[config.mk]
export PLATFORM = sky130hd
export DESIGN_NAME = twi_reg_slave
export DESIGN_NICKNAME = d
export VERILOG_FILES = /design/src/rtl/twi_reg_pkg.sv /design/src/rtl/twi_reg_datapath.sv /design/src/rtl/twi_reg_ctrl.sv /design/src/rtl/twi_reg_slave.sv
export SDC_FILE = /design/constraint.sdc
export NUM_CORES = 1
export LEC_CHECK = 0
export ABC_AREA = 0
export BUFFER_PORTS_ARGS = -buffer_cell sky130_fd_sc_hd__buf_2
export CAP_MARGIN = 20
export CORE_MARGIN = 2
export CORE_UTILIZATION = 30
export CTS_CLUSTER_SIZE = 14
export DETAILED_ROUTE_END_ITERATION = 8
export SLEW_MARGIN = 20
export SYNTH_ARGS = -nofsm -noshare
export SYNTH_HDL_FRONTEND = slang
export SYNTH_SLANG_ARGS = --single-unit
[constraint.sdc]
create_clock -name clk -period 3.85 [get_ports clk]
set_clock_uncertainty 0.05 [all_clocks]
set_input_delay 0.385 -clock clk [delete_from_list [all_inputs] [get_ports clk]]
set_output_delay 0.385 -clock clk [all_outputs]
set_load 0.005 [all_outputs]
[src/rtl/twi_reg_pkg.sv]
package twi_reg_pkg;

  // Fixed upper part of the 7-bit device address; the strap fills the low two bits.
  localparam logic [4:0] ADDR_FIXED = 5'b01010;

  typedef enum logic [3:0] {
    ST_IDLE,
    ST_RXADDR,
    ST_RXREG,
    ST_RXDATA,
    ST_ACKAW,
    ST_ACKAR,
    ST_ACKREG,
    ST_ACKDATA,
    ST_TX,
    ST_MACK,
    ST_IGNORE
  } state_e;

  // Strobes from control to datapath, at most a few active per cycle.
  typedef struct packed {
    logic shiftIn;   // shift synchronized SDA into the receive byte
    logic ptrLoad;   // load pointer from received register number
    logic ptrInc;    // step pointer with wrap
    logic wrEn;      // store received byte at pointer
    logic txLoad;    // load transmit byte from register at next pointer
    logic txShift;   // present next transmit bit
    logic ackOn;     // pull SDA low for acknowledge
    logic sdaRel;    // release SDA
  } dpCtl_t;

endpackage

[src/rtl/twi_reg_datapath.sv]
module twi_reg_datapath
  import twi_reg_pkg::*;
#(
  parameter int REG_COUNT = 32,
  parameter int DATA_W    = 8,
  localparam int PTR_W    = $clog2(REG_COUNT)
) (
  input  logic              clk,
  input  logic              rstN,
  input  dpCtl_t            ctl,
  input  logic              sdaBit,
  output logic [DATA_W-1:0] rxByte,
  output logic [PTR_W-1:0]  ptr,
  output logic              sdaOe,
  input  logic [PTR_W-1:0]  usrAddr,
  input  logic              usrWe,
  input  logic [DATA_W-1:0] usrWdata,
  output logic [DATA_W-1:0] usrRdata
);

  localparam logic [PTR_W-1:0] PTR_LAST = PTR_W'(REG_COUNT - 1);

  logic [DATA_W-1:0] regs [REG_COUNT];
  logic [DATA_W-1:0] txReg;
  logic [PTR_W-1:0]  ptrNext;

  always_comb begin
    ptrNext = ptr;
    if (ctl.ptrLoad)      ptrNext = rxByte[PTR_W-1:0];
    else if (ctl.ptrInc)  ptrNext = (ptr == PTR_LAST) ? '0 : ptr + 1'b1;
  end

  always_ff @(posedge clk or negedge rstN) begin
    if (!rstN) begin
      rxByte <= '0;
      ptr    <= '0;
      txReg  <= '0;
      sdaOe  <= 1'b0;
    end else begin
      ptr <= ptrNext;
      if (ctl.shiftIn) rxByte <= {rxByte[DATA_W-2:0], sdaBit};
      if (ctl.txLoad)       txReg <= regs[ptrNext];
      else if (ctl.txShift) txReg <= txReg << 1;
      if (ctl.sdaRel)       sdaOe <= 1'b0;
      else if (ctl.txLoad)  sdaOe <= ~regs[ptrNext][DATA_W-1];
      else if (ctl.txShift) sdaOe <= ~txReg[DATA_W-2];
      else if (ctl.ackOn)   sdaOe <= 1'b1;
    end
  end

  // Register file: bus write takes priority over a same-cycle user write.
  always_ff @(posedge clk or negedge rstN) begin
    if (!rstN) begin
      for (int i = 0; i < REG_COUNT; i++) regs[i] <= '0;
    end else if (ctl.wrEn) begin
      regs[ptr] <= rxByte;
    end else if (usrWe) begin
      regs[usrAddr] <= usrWdata;
    end
  end

  assign usrRdata = regs[usrAddr];

endmodule

[src/rtl/twi_reg_ctrl.sv]
module twi_reg_ctrl
  import twi_reg_pkg::*;
#(
  parameter int DATA_W = 8
) (
  input  logic              clk,
  input  logic              rstN,
  input  logic              sclIn,
  input  logic              sdaIn,
  input  logic [1:0]        strap,
  input  logic [DATA_W-1:0] rxByte,
  output logic              sclS,
  output logic              sdaS,
  output dpCtl_t            ctl,
  output state_e            st
);

  localparam int            CNT_W    = $clog2(DATA_W + 1);
  localparam logic [CNT_W-1:0] CNT_FULL = CNT_W'(DATA_W);

  logic [1:0]       sclSync, sdaSync;
  logic             sclPrev, sdaPrev;
  logic [CNT_W-1:0] bitCnt, cntN;
  logic             mAck, mAckN;
  state_e           stN;
  logic [1:0]       strapBits;
  logic [6:0]       devAddr;
  logic             sclRise, sclFall, startDet, stopDet, addrHit;

  assign sclS = sclSync[1];
  assign sdaS = sdaSync[1];

  always_comb begin
    case (strap)
      2'b01:   strapBits = 2'b01;
      2'b10:   strapBits = 2'b10;
      default: strapBits = 2'b00;
    endcase
  end

  assign devAddr  = {ADDR_FIXED, strapBits};
  assign addrHit  = (rxByte[DATA_W-1 -: 7] == devAddr);
  assign sclRise  = sclS & ~sclPrev;
  assign sclFall  = ~sclS & sclPrev;
  assign startDet = sclS & sclPrev & sdaPrev & ~sdaS;
  assign stopDet  = sclS & sclPrev & ~sdaPrev & sdaS;

  always_ff @(posedge clk or negedge rstN) begin
    if (!rstN) begin
      sclSync <= 2'b11;
      sdaSync <= 2'b11;
      sclPrev <= 1'b1;
      sdaPrev <= 1'b1;
      bitCnt  <= '0;
      mAck    <= 1'b0;
      st      <= ST_IDLE;
    end else begin
      sclSync <= {sclSync[0], sclIn};
      sdaSync <= {sdaSync[0], sdaIn};
      sclPrev <= sclS;
      sdaPrev <= sdaS;
      bitCnt  <= cntN;
      mAck    <= mAckN;
      st      <= stN;
    end
  end

  always_comb begin
    ctl   = '0;
    stN   = st;
    cntN  = bitCnt;
    mAckN = mAck;
    if (startDet) begin
      ctl.sdaRel = 1'b1;
      stN  = ST_RXADDR;
      cntN = '0;
    end else if (stopDet) begin
      ctl.sdaRel = 1'b1;
      stN  = ST_IDLE;
    end else begin
      case (st)
        ST_RXADDR, ST_RXREG, ST_RXDATA: begin
          if (sclRise && bitCnt != CNT_FULL) begin
            ctl.shiftIn = 1'b1;
            cntN = bitCnt + 1'b1;
          end else if (sclFall && bitCnt == CNT_FULL) begin
            if (st == ST_RXADDR) begin
              if (addrHit) begin
                ctl.ackOn = 1'b1;
                stN = rxByte[0] ? ST_ACKAR : ST_ACKAW;
              end else begin
                stN = ST_IGNORE;
              end
            end else if (st == ST_RXREG) begin
              ctl.ptrLoad = 1'b1;
              ctl.ackOn   = 1'b1;
              stN = ST_ACKREG;
            end else begin
              ctl.wrEn  = 1'b1;
              ctl.ackOn = 1'b1;
              stN = ST_ACKDATA;
            end
          end
        end
        ST_ACKAW, ST_ACKREG, ST_ACKDATA: begin
          if (sclFall) begin
            ctl.sdaRel = 1'b1;
            ctl.ptrInc = (st == ST_ACKDATA);
            cntN = '0;
            stN  = (st == ST_ACKAW) ? ST_RXREG : ST_RXDATA;
          end
        end
        ST_ACKAR: begin
          if (sclFall) begin
            ctl.txLoad = 1'b1;
            cntN = '0;
            stN  = ST_TX;
          end
        end
        ST_TX: begin
          if (sclRise) begin
            cntN = bitCnt + 1'b1;
          end else if (sclFall) begin
            if (bitCnt == CNT_FULL) begin
              ctl.sdaRel = 1'b1;
              stN = ST_MACK;
            end else begin
              ctl.txShift = 1'b1;
            end
          end
        end
        ST_MACK: begin
          if (sclRise) begin
            mAckN = ~sdaS;
          end else if (sclFall) begin
            if (mAck) begin
              ctl.ptrInc = 1'b1;
              ctl.txLoad = 1'b1;
              cntN = '0;
              stN  = ST_TX;
            end else begin
              stN = ST_IGNORE;
            end
          end
        end
        default: ;
      endcase
    end
  end

endmodule

[src/rtl/twi_reg_slave.sv]
module twi_reg_slave
  import twi_reg_pkg::*;
#(
  parameter int REG_COUNT = 32,
  parameter int DATA_W    = 8,
  localparam int PTR_W    = $clog2(REG_COUNT)
) (
  input  logic              clk,
  input  logic              rstN,
  input  logic              sclIn,
  input  logic              sdaIn,
  output logic              sdaOe,
  input  logic [1:0]        strap,
  input  logic [PTR_W-1:0]  usrAddr,
  input  logic              usrWe,
  input  logic [DATA_W-1:0] usrWdata,
  output logic [DATA_W-1:0] usrRdata
);

  dpCtl_t            ctl;
  state_e            st;
  logic              sclS, sdaS;
  logic [DATA_W-1:0] rxByte;
  logic [PTR_W-1:0]  ptr;

  twi_reg_ctrl #(.DATA_W(DATA_W)) u_ctrl (
    .clk(clk), .rstN(rstN), .sclIn(sclIn), .sdaIn(sdaIn), .strap(strap),
    .rxByte(rxByte), .sclS(sclS), .sdaS(sdaS), .ctl(ctl), .st(st)
  );

  twi_reg_datapath #(.REG_COUNT(REG_COUNT), .DATA_W(DATA_W)) u_dp (
    .clk(clk), .rstN(rstN), .ctl(ctl), .sdaBit(sdaS), .rxByte(rxByte),
    .ptr(ptr), .sdaOe(sdaOe), .usrAddr(usrAddr), .usrWe(usrWe),
    .usrWdata(usrWdata), .usrRdata(usrRdata)
  );

endmodule

Word-level counts from Yosys, hierarchy flattened:

Index checks and enable logic that the tools add are counted.

* reductions and logical operators: 15
* bitwise logic cells: 18
* $lt $le $gt $ge: 5
* muxes and demuxes: 86
* $add $sub $neg: 2
* eq/ne operators: 31

Operator list (number)
* $bwmux 256: 2
* $mux 256: 2
* $mux 4: 21
* $bmux 8 s5: 2
* $demux 8 s5: 2
* $mux 8: 6
* $mux 1: 36
* $mux 7: 4
* $ne 4x1->1 const B: 6
* $pmux 4 s5: 1
* $ge 6x6->1 const B: 3
* $not 5->6: 3
* $eq 4x3->1 const B: 4
* $pmux 4 s4: 1
* $mux 5: 3
* $ne 3x1->1 const B: 5
* $eq 4x4->1 const B: 3
* $lt 6x1->1 const B: 2
* $ne 4x4->1 const B: 3
* $reduce_and 10->1: 1
* $eq 4x2->1 const B: 2
* $not 1->1: 8
* $reduce_and 8->1: 1
* $and 1x1->1: 7
* 21 further kinds: 29

* logic and storage cells: 200
* bits of input ports: 20
* register bits after elaboration: 292
* output and inout port bits: 9

Longest topological paths before layout:

Gate-level depths: netlist (run 1).

* depth after elaboration: 19
* mapped depth: 16
* depth with buffers taken out: 13

Modules after synthesis:

A second synthesis (run 1) with hierarchy kept.

* cell total of the unflattened synthesis: 1805
* area, all modules: 17739.5 um^2

By module, submodules not included
* twi_reg_datapath: times used 1, cells an instance 1692, sequential area each 6931.6 um^2, area each 16737.3 um^2
* twi_reg_ctrl: times used 1, cells an instance 113, sequential area each 382.9 um^2, area each 1002.2 um^2

Least setup slack after synthesis (run 1):

Ideal clock, no wire load.

* path kind: register to register
* start: register u_dp.ptr[0]
* end: register u_dp.txReg[0]
* library setup time: 0.138 ns
* required time: 3.662 ns
* path buffers: 1
* arrival: 2.962 ns
* clock period less this slack: 3.150 ns
* slack: 0.700 ns
* cell stages (with the launch flop): 13
* cell sequence: dfrtp_1 > ha_1 > and3_1 > ha_1 > a2111oi_0 > a211oi_1 > or2_1 > buf_2 > nand2_2 > nor3_1 > or4_1 > o311ai_1 > o211ai_1

* cells in the longest elaborated chain, start to end: 9
* elaborated cells on any way between the ends: 10
* those cells by class: 1 x add/sub; 1 x eq/ne; 7 x mux; 1 x bitwise

Ends and longest elaborated chain
* start, declared: line twi_reg_datapath.sv:13 `output logic [PTR_W-1:0] ptr,`
* start signal, assigned: line twi_reg_datapath.sv:40 `ptr <= ptrNext;`
* $add 5x1->5 or $eq 5x5->1 (tied branches): line twi_reg_datapath.sv:30 `else if (ctl.ptrInc) ptrNext = (ptr == PTR_LAST) ? '0 : ptr + 1'b1;`
* $mux 5: line twi_reg_datapath.sv:30
* $mux 5 (*): line twi_reg_datapath.sv:30
* $mux 5 (*): line twi_reg_datapath.sv:29 `if (ctl.ptrLoad) ptrNext = rxByte[PTR_W-1:0];`
* $not 5->6 (not written as such) (*): line twi_reg_datapath.sv:42 `if (ctl.txLoad) txReg <= regs[ptrNext];`
* $bmux 8 s5 (*): line twi_reg_datapath.sv:42
* $mux 8 (*) (2 in series)
* $mux 7 (*): line twi_reg_datapath.sv:42
* end signal, assigned: line twi_reg_datapath.sv:42
* end signal, assigned: line twi_reg_datapath.sv:43 `else if (ctl.txShift) txReg <= txReg << 1;`
* end, declared: line twi_reg_datapath.sv:24 `logic [DATA_W-1:0] txReg;`

Every way passes the cells marked *; elsewhere a longest branch is shown, timed or not. The select of a mux whose other input is x is not followed.
A chain may end at the register's enable or synchronous reset.

Worst setup path in the final report (run 1):

* start: register u_dp.ptr[0]
* end: register u_dp.txReg[5]

Same word-level chain as after synthesis.

==> results of run 1 <==
-- cell usage after synthesis (7+ instances only) --
cell      count
o21ai_1       9
nor3_1       35
nand3_1      31
buf_1         7
a21oi_1      57
nand3b_1      7
o32ai_1       8
or3_1        16
mux4_2       64
a221o_1       8
clkbuf_1    111
buf_2        12
nand4_1       9
nand2b_1      9
a221oi_1     31
o31a_1        8
a22oi_1     253
o22ai_1      17
o21ai_0     124
nand2_1     318
ha_1          7
nor2_2        9
dfrtp_1     286
mux2i_1      88
inv_1        21
o221ai_1     10
o211ai_1      7
mux2_2       18
nor2_1      129
-- cells by family after synthesis --
| logic type | after synthesis | synth area share, % |
|---|---|---|
| xor+xnor | 3 | 0.152 |
| fa+ha+maj | 7 | 0.505 |
| flops | 292 | 42.2 |
| mux | 170 | 14.6 |
| buf+inv | 168 | 4.31 |
| simple gates | 599 | 15.0 |
| compound gates | 581 | 23.2 |
-- layer usage --
metal	global-route usage, %	share of wire, %
met1	33.7	40
met4	13.4	6.0
met3	6.09	12
met5	0	0
met2	35.4	42
-- registers in the layout, indices dropped and copies added, names as in the netlist, 2 cells and up --
signal / count
u_ctrl.bitCnt: 4
u_ctrl.sclSync: 2
u_ctrl.sdaSync: 2
u_ctrl.st: 4
u_dp.ptr: 5
u_dp.regs: 256
u_dp.rxByte: 8
u_dp.txReg: 7
-- per-stage QoR --
| stage | area [um2] | hold slack [ns] | worst slack (ns) |
|---|---|---|---|
| detailed placement | 18800 | 0.300 | 0.211 |
| floorplan | 17300 | 0.0394 | 0.700 |
| global placement | 18800 | 0.301 | 0.253 |
| CTS | 20100 | 0.109 | 0.213 |
| finish | 20100 | 0.108 | 0.137 |
| global route | 20100 | 0.134 | 0.0463 |
-- what timing repair did --
action | 4_1_cts | 5_1_grt
hold endpoints to repair | 79 | 0
setup endpoints to repair | 0 | 1
buffers inserted | 0 | 0
resized for setup | 0 | 2
hold buffers | 3 | 0
-- worst max-delay path, delay by kind of cell, from the launching register on --
kind                     cells  cell delay (ns)
AO/OA/AOI/OAI                5             1.29
adder cells (fa/ha/maj)      2             0.57
buffers and inverters        2             0.56
flip-flops                   1             0.45
AND/OR/NAND/NOR              3             0.75
-- power groups by stage --
stage | Clock (mW) | Sequential, mW | Combinational, mW
after floorplan | 0 | 3.72 | 1.31
after global placement | 0 | 3.92 | 2.14
after detailed placement | 0 | 3.93 | 2.17
after CTS | 3.55 | 3.88 | 2.18
after global routing | 3.70 | 3.93 | 2.33
final | 3.52 | 3.91 | 2.24
-- final timing paths --
| kind | start | slack (ns) | end |
|---|---|---|---|
| setup / recovery | u_dp.ptr[0]$_DFF_PN0_ | 0.14 | u_dp.txReg[5]$_DFFE_PN0P_ |
| min in group asynchronous | rstN | 0.36 | u_ctrl.bitCnt[1]$_DFFE_PN0P_ |
| max in group asynchronous | rstN | 2.33 | u_dp.regs[194]$_DFFE_PN0P_ |
| hold reg to reg | u_ctrl.sclSync[0]$_DFF_PN1_ | 0.31 | u_ctrl.sclSync[1]$_DFF_PN1_ |
| setup reg to reg | u_dp.ptr[0]$_DFF_PN0_ | 0.14 | u_dp.txReg[5]$_DFFE_PN0P_ |
| hold / removal | usrWdata[6] | 0.11 | u_dp.regs[86]$_DFFE_PN0P_ |
-- cell type report --
type | count | area share, %
Multi-Input combinational cell | 1360 | 46.3
Inverter | 25 | 0.492
Sequential cell | 292 | 36.4
Clock inverter | 13 | 0.798
Tap cell | 765 | 4.77
Timing Repair Buffer | 156 | 6.03
Clock buffer | 51 | 5.22
==> results.md, run 1 <==
* Worst-skew pair later-pin latency at 0.57 ns
* Number of clock sinks seen by CTS at around 290
* Number of standard cells in the final layout excluding fillers at 2,662
* Nets@finish at 1,898
* Share of synthesized registers carrying an async set or reset at 100%
* Nets in the synthesized netlist at roughly 1.8k
* Max-cap violation count at 0
* Total instance count after detailed placement at 2,595
* Initial antenna violation count at 2
* Worst IR Drop VDD at 344 uV
* Fraction of layout cells with a size suffix above 1 at 17.2%
* Register Area at around 7300 um2
* Root buffer cell: clkbuf_16
* Total Negative Setup Slacks at 0 ns
* Routed len/inst at 27.9 um
* Yosys cell types at 75
* Required time worst endpoint at 4.30 ns
* Overall track demand over capacity in global routing at 24.6%
* Portion of synthesized cell area occupied by the leading cell type at 41.3%
* Power density of the placed cells at 481 nW/um2
* Worst setup SP type: register
* Cell accounting for the most synthesized area: dfrtp_1
* Detail Placement HPWL at roughly 52,000 um
* Clock-pin slew of the registers on the worst-case setup and hold paths at 0.06 ns
* Series of cell instances along the critical path: ha_1 > and3_1 > ha_1 > a2111oi_1 > a211oi_1 > or2_1 > inv_1 > nor2_1 > a222oi_1 > buf_4 > a41oi_1 > o21ai_1
* Count of cells along the worst hold path at 3
* Final period demand of the worst path at about 3.7 ns
* Share of total power in combinational logic at 23.1%
* Sequential-to-total area share from yosys stat at 42.2%
* Mean instance size in the synthesized netlist at 9.52 um2
* Count of input and output buffers at 28
* Remaining Overflow, GRT at 0
* Largest net degree at the start of global routing at between 90 and 100
* Total area of multi-input combinational cells at 9290 um2
* Number of ports placed on the die boundary at 29
* Cell internal power dissipation at about 6.3 mW
* Vias in the first global route at 15.9k
* Number of fill cells in the layout at about 5.8k
* Switching share of total power at 34.5%
* Top library cells by usage in the layout, fill and taps aside: 318 x nand2_1, 286 x dfrtp_1, 253 x a22oi_1, 129 x nor2_1, 124 x o21ai_0
* Unrepaired setup endpoints after global routing: false
* Kind of end point of the critical path: register
* Via count at 16.9k
* Yosys synthesis warning count at 0
* Most common cell after layout, fill and taps aside: nand2_1
* Starting Density at between 30% and 40%
* DRC violation count after routing at 0
* Maximum buffer depth of the clock tree at 3
* Share of the core filled with cells in the final layout at 35.0%
* Timing-limited maximum frequency at 0.269 GHz
* Delay of the slowest cell on the worst path at around 0.57 ns
* Sum of routed wire length over all layers at approximately 74,000 um
* Diodes inserted at 0
* Core Region at 57,400 um2
* Crit Path Class: register to register
* Maximum level of the CTS H-tree at 2
* Die extent in x at 244 um
* Pwr Total at 9.66 mW
* Actual transition at the worst max-transition pin at about 1.1 ns
* Length of the first detailed-routing pass in iterations at 7
* Synthesized area at 17,300 um2
* Class of the tightest hold or removal check: primary input to register
* Post-synthesis sequential element count at 292
* Fraction of the cycle the final worst path needs at a little over nine tenths
* CTS tree: yes
* Growth of design area from synthesis to finish at 15.8%
* Most used DFF post-synth: dfrtp_1
* Number of placement rows at 88
* Cells on worst reg2reg path at 12
* Top cells by area in the synthesized netlist: dfrtp_1 41%, a22oi_1 11%, mux4_2 8.3%
* Most numerous cell on the critical path: ha_1
* Slowest CP cell: a222oi_1
* Part of the power in the clock network at 36.4%
* Data arrival at the endpoint of the critical path at between 4 and 5 ns
* Leakage power summed over all cells at 8.04 nW
* Iter 0 DRT Violations at roughly 2.4k
* Die area at roughly 60,000 um2
* Number of flops mapped to enable cells by yosys at 0
* Worst slew slack as a fraction of its limit at between 20% and 30%
* Die extent in y at 244 um
* Global placement routability congestion at 1.08
* CP Max Fanout at 11
* Final count of pins violating max slew at 0
* Share of total power in sequential cells at 40.5%
* Outcome: finished, final reports clean
* Antenna viol nets, final at 0
* Number of buffers created by CTS at 36
* Via-per-instance ratio at 6.34
* Total count of hold-check failures in the final report at 0
* Cells after Synth at between 1.5k and 2k
* Final Setup Violations at 0
* Wire length of the first global-routing pass at 110,000 um
* Net switching power at 3.34 mW
Note: power is estimated with default switching activity, not from simulation.
==> run 2: changes to the inputs <==
--- a/config.mk
+++ b/config.mk
@@ -8,10 +8,14 @@
 export ABC_AREA = 0
 export BUFFER_PORTS_ARGS = -buffer_cell sky130_fd_sc_hd__buf_2
 export CAP_MARGIN = 20
+export CELL_PAD_IN_SITES_DETAIL_PLACEMENT = 1
+export CELL_PAD_IN_SITES_GLOBAL_PLACEMENT = 1
 export CORE_MARGIN = 2
 export CORE_UTILIZATION = 30
 export CTS_CLUSTER_SIZE = 14
 export DETAILED_ROUTE_END_ITERATION = 8
+export MAX_ROUTING_LAYER = met4
+export PLACE_DENSITY_LB_ADDON = 0.1
 export SLEW_MARGIN = 20
 export SYNTH_ARGS = -nofsm -noshare
 export SYNTH_HDL_FRONTEND = slang
==> run 2 against run 1 <==
Net effect: total power grew 6.9%; via count shrank 2.2%; non-clock buffer count is 5 higher; cell area rose by 1.2%; clock power rose by 14%; fmax is 0.68% higher; worst setup slack better by 0.025 ns; combinational power up 3%; wire length rose by 19%; largest power group is now clock; highest routed layer unchanged.
==> results.md, run 2 (same netlist as run 1, synthesis figures left out) <==
* Initial antenna violation count at 2
* Top reg by flops: u_dp.regs
* Starting Density at 30.2%
* Crit Path Class: register to register
* Outcome: finished, final reports clean
* Die extent in x at 244 um
* Slowest CP cell: a21oi_1
* Root buffer cell: clkbuf_16
* Top library cells by usage in the layout, fill and taps aside: 318 x nand2_1, 284 x dfrtp_1, 253 x a22oi_1, 129 x nor2_1, 125 x buf_4
* Series of cell instances along the critical path: buf_4 > nor3b_1 > nand2_1 > or3_1 > nand2_1 > nor2_1 > a21oi_1 > or3_1 > o21ai_0
* CP Max Fanout at 19
* Number of ports placed on the die boundary at 29
* Final period demand of the worst path at 3.69 ns
* Worst setup SP type: register
* Number of placement rows at 88
* Final count of pins violating max slew at 0
* Worst-skew pair later-pin latency at 0.58 ns
* Leakage power summed over all cells at 8.13 nW
* Number of clock sinks seen by CTS at 292
* Most common cell after layout, fill and taps aside: nand2_1
* Maximum buffer depth of the clock tree at 3
* Total placed instance area at roughly 19,000 um2
* Remaining Overflow, GRT at 0
* Worst slack after detailed placement at -0.0168 ns
* Class of the tightest hold or removal check: primary input to register
* Biggest regs: u_dp.regs x256, u_dp.rxByte x8, u_dp.txReg x7
* Actual transition at the worst max-transition pin at 0.955 ns
* Iter 0 DRT Violations at around 1.6k
* Number of buffers created by CTS at 40
* Sum of routed wire length over all layers at 88,300 um
* DRC violation count after routing at 0
* Worst slew slack as a fraction of its limit at between 30% and 40%
* Count of input and output buffers at 28
* Total count of hold-check failures in the final report at 0
* Die area at 59,700 um2
* CTS tree: yes
* Die extent in y at 244 um
* Largest register FFs at 256
* Max-cap violation count at 0
* Clock-pin slew of the registers on the worst-case setup and hold paths at 0.06 ns
* Nets@finish at about 1.9k
* Worst-case setup margin in the final layout at 0.162 ns
* Hold_ws at 0.0897 ns
* Data arrival at the endpoint of the critical path at about 4 ns
* Fraction of the cycle the final worst path needs at around 96%
* Core Region at 57,400 um2
* Overall track demand over capacity in global routing at 30.4%
* Detail Placement HPWL at 62,900 um
* Final Setup Violations at 0
* Largest net degree at the start of global routing at 98
* Antenna viol nets, final at 0
* Cell class contributing the biggest share of worst-path delay: simple AND/OR/NAND/NOR gates
* Maximum level of the CTS H-tree at 2
* Vias in the first global route at 16.8k
* Wire length of the first global-routing pass at between 100,000 and 150,000 um
* Worst IR Drop VDD at 288 uV
* Pwr Total at 10.3 mW
* Power density of the placed cells at 509 nW/um2
* Via-per-instance ratio at 6.16
* Via count at 16.5k
* Delay of the slowest cell on the worst path at 0.77 ns
* CP Buf/Inv Count at 1
* Length of the first detailed-routing pass in iterations at 7
* Routed len/inst at 33.0 um
* Growth of design area from synthesis to finish at 17.2%
* Fraction of layout cells with a size suffix above 1 at approximately 18%
* Timing-limited maximum frequency at approximately 0.27 GHz
* Required time worst endpoint at 4.24 ns
* Post-CTS setup buffer count at 0
* Unrepaired setup endpoints after global routing: false
* Kind of end point of the critical path: register
* Final Instance Area at 20,300 um2
* Global placement routability congestion at 0.956
## run 2: changes by cell type in the layout (fill, tap and decap cells not counted), sizes merged
cell,delta
buf,+5
bufinv,+2
clkbuf,+7
clkinv,-2
clkinvlp,+1
diode,+2
inv,+1
## run 2: routing by layer
layer | wire length (um) | GRT usage [%] | up-vias
met5 | 0 | - | -
met4 | 4020 | 12.5 | 0
met1 | 39400 | 40.8 | 8726
met3 | 4590 | 3.71 | 172
met2 | 40300 | 46.6 | 601
li1 | - | - | 7008
## run 2: layout make-up
class,instances,area (um2)
Antenna cell,2,5.00
Clock buffer,58,1180
Clock inverter,15,215
Fill cell,6505,37100
Inverter,25,98.8
Multi-Input combinational cell,1360,9300
Sequential cell,292,7320
Tap cell,765,957
Timing Repair Buffer,161,1240
## run 2: timing repair
action                                  in CTS  in global routing
endpoints found under the setup margin       1                  3
hold buffers                                 3                  0
gates resized for setup                      2                  4
pin swaps                                    0                  1
endpoints found under the hold margin       89                  0
## run 2: where the power goes
| group | leakage [nW] | switching (mW) | internal [mW] | total [mW] |
|---|---|---|---|---|
| logic | 3.63 | 1.55 | 0.756 | 2.30 |
| clock network | 0.679 | 1.57 | 2.46 | 4.03 |
| registers | 3.82 | 0.531 | 3.47 | 4.00 |
| total | 8.13 | 3.65 | 6.69 | 10.3 |
## run 2: worst min-delay path: stages
cell and delay [ns]:
buf_2 0.14, a22oi_1 0.10, nand2_1 0.06
## run 2: path summary, 6_finish.rpt
check | startpoint | endpoint | slack (ns) | depth (start not counted)
worst min-delay path | usrWdata[6] | u_dp.regs[86]$_DFFE_PN0P_ | 0.09 | 3
max in group asynchronous | rstN | u_dp.regs[102]$_DFFE_PN0P_ | 2.28 | 3
min in group asynchronous | rstN | u_ctrl.bitCnt[0]$_DFFE_PN0P_ | 0.40 | 2
worst max register to register | u_ctrl.st[2]$_DFFE_PN0P_ | u_dp.regs[245]$_DFFE_PN0P_ | 0.16 | 9
worst max-delay path | u_ctrl.st[2]$_DFFE_PN0P_ | u_dp.regs[245]$_DFFE_PN0P_ | 0.16 | 9
worst min register to register | u_ctrl.sdaSync[0]$_DFF_PN1_ | u_ctrl.sdaSync[1]$_DFF_PN1_ | 0.31 | 0
## run 2: metrics by stage
step	cells	setup TNS, ns	utilization [%]
3_5_place_dp	2600	-0.0168	32.9
6_report	2678	0	35.4
2_1_floorplan	1820	0	-
4_1_cts	2676	0	35.4
3_3_place_gp	2600	-0.00896	32.9
5_1_grt	2678	0	35.4
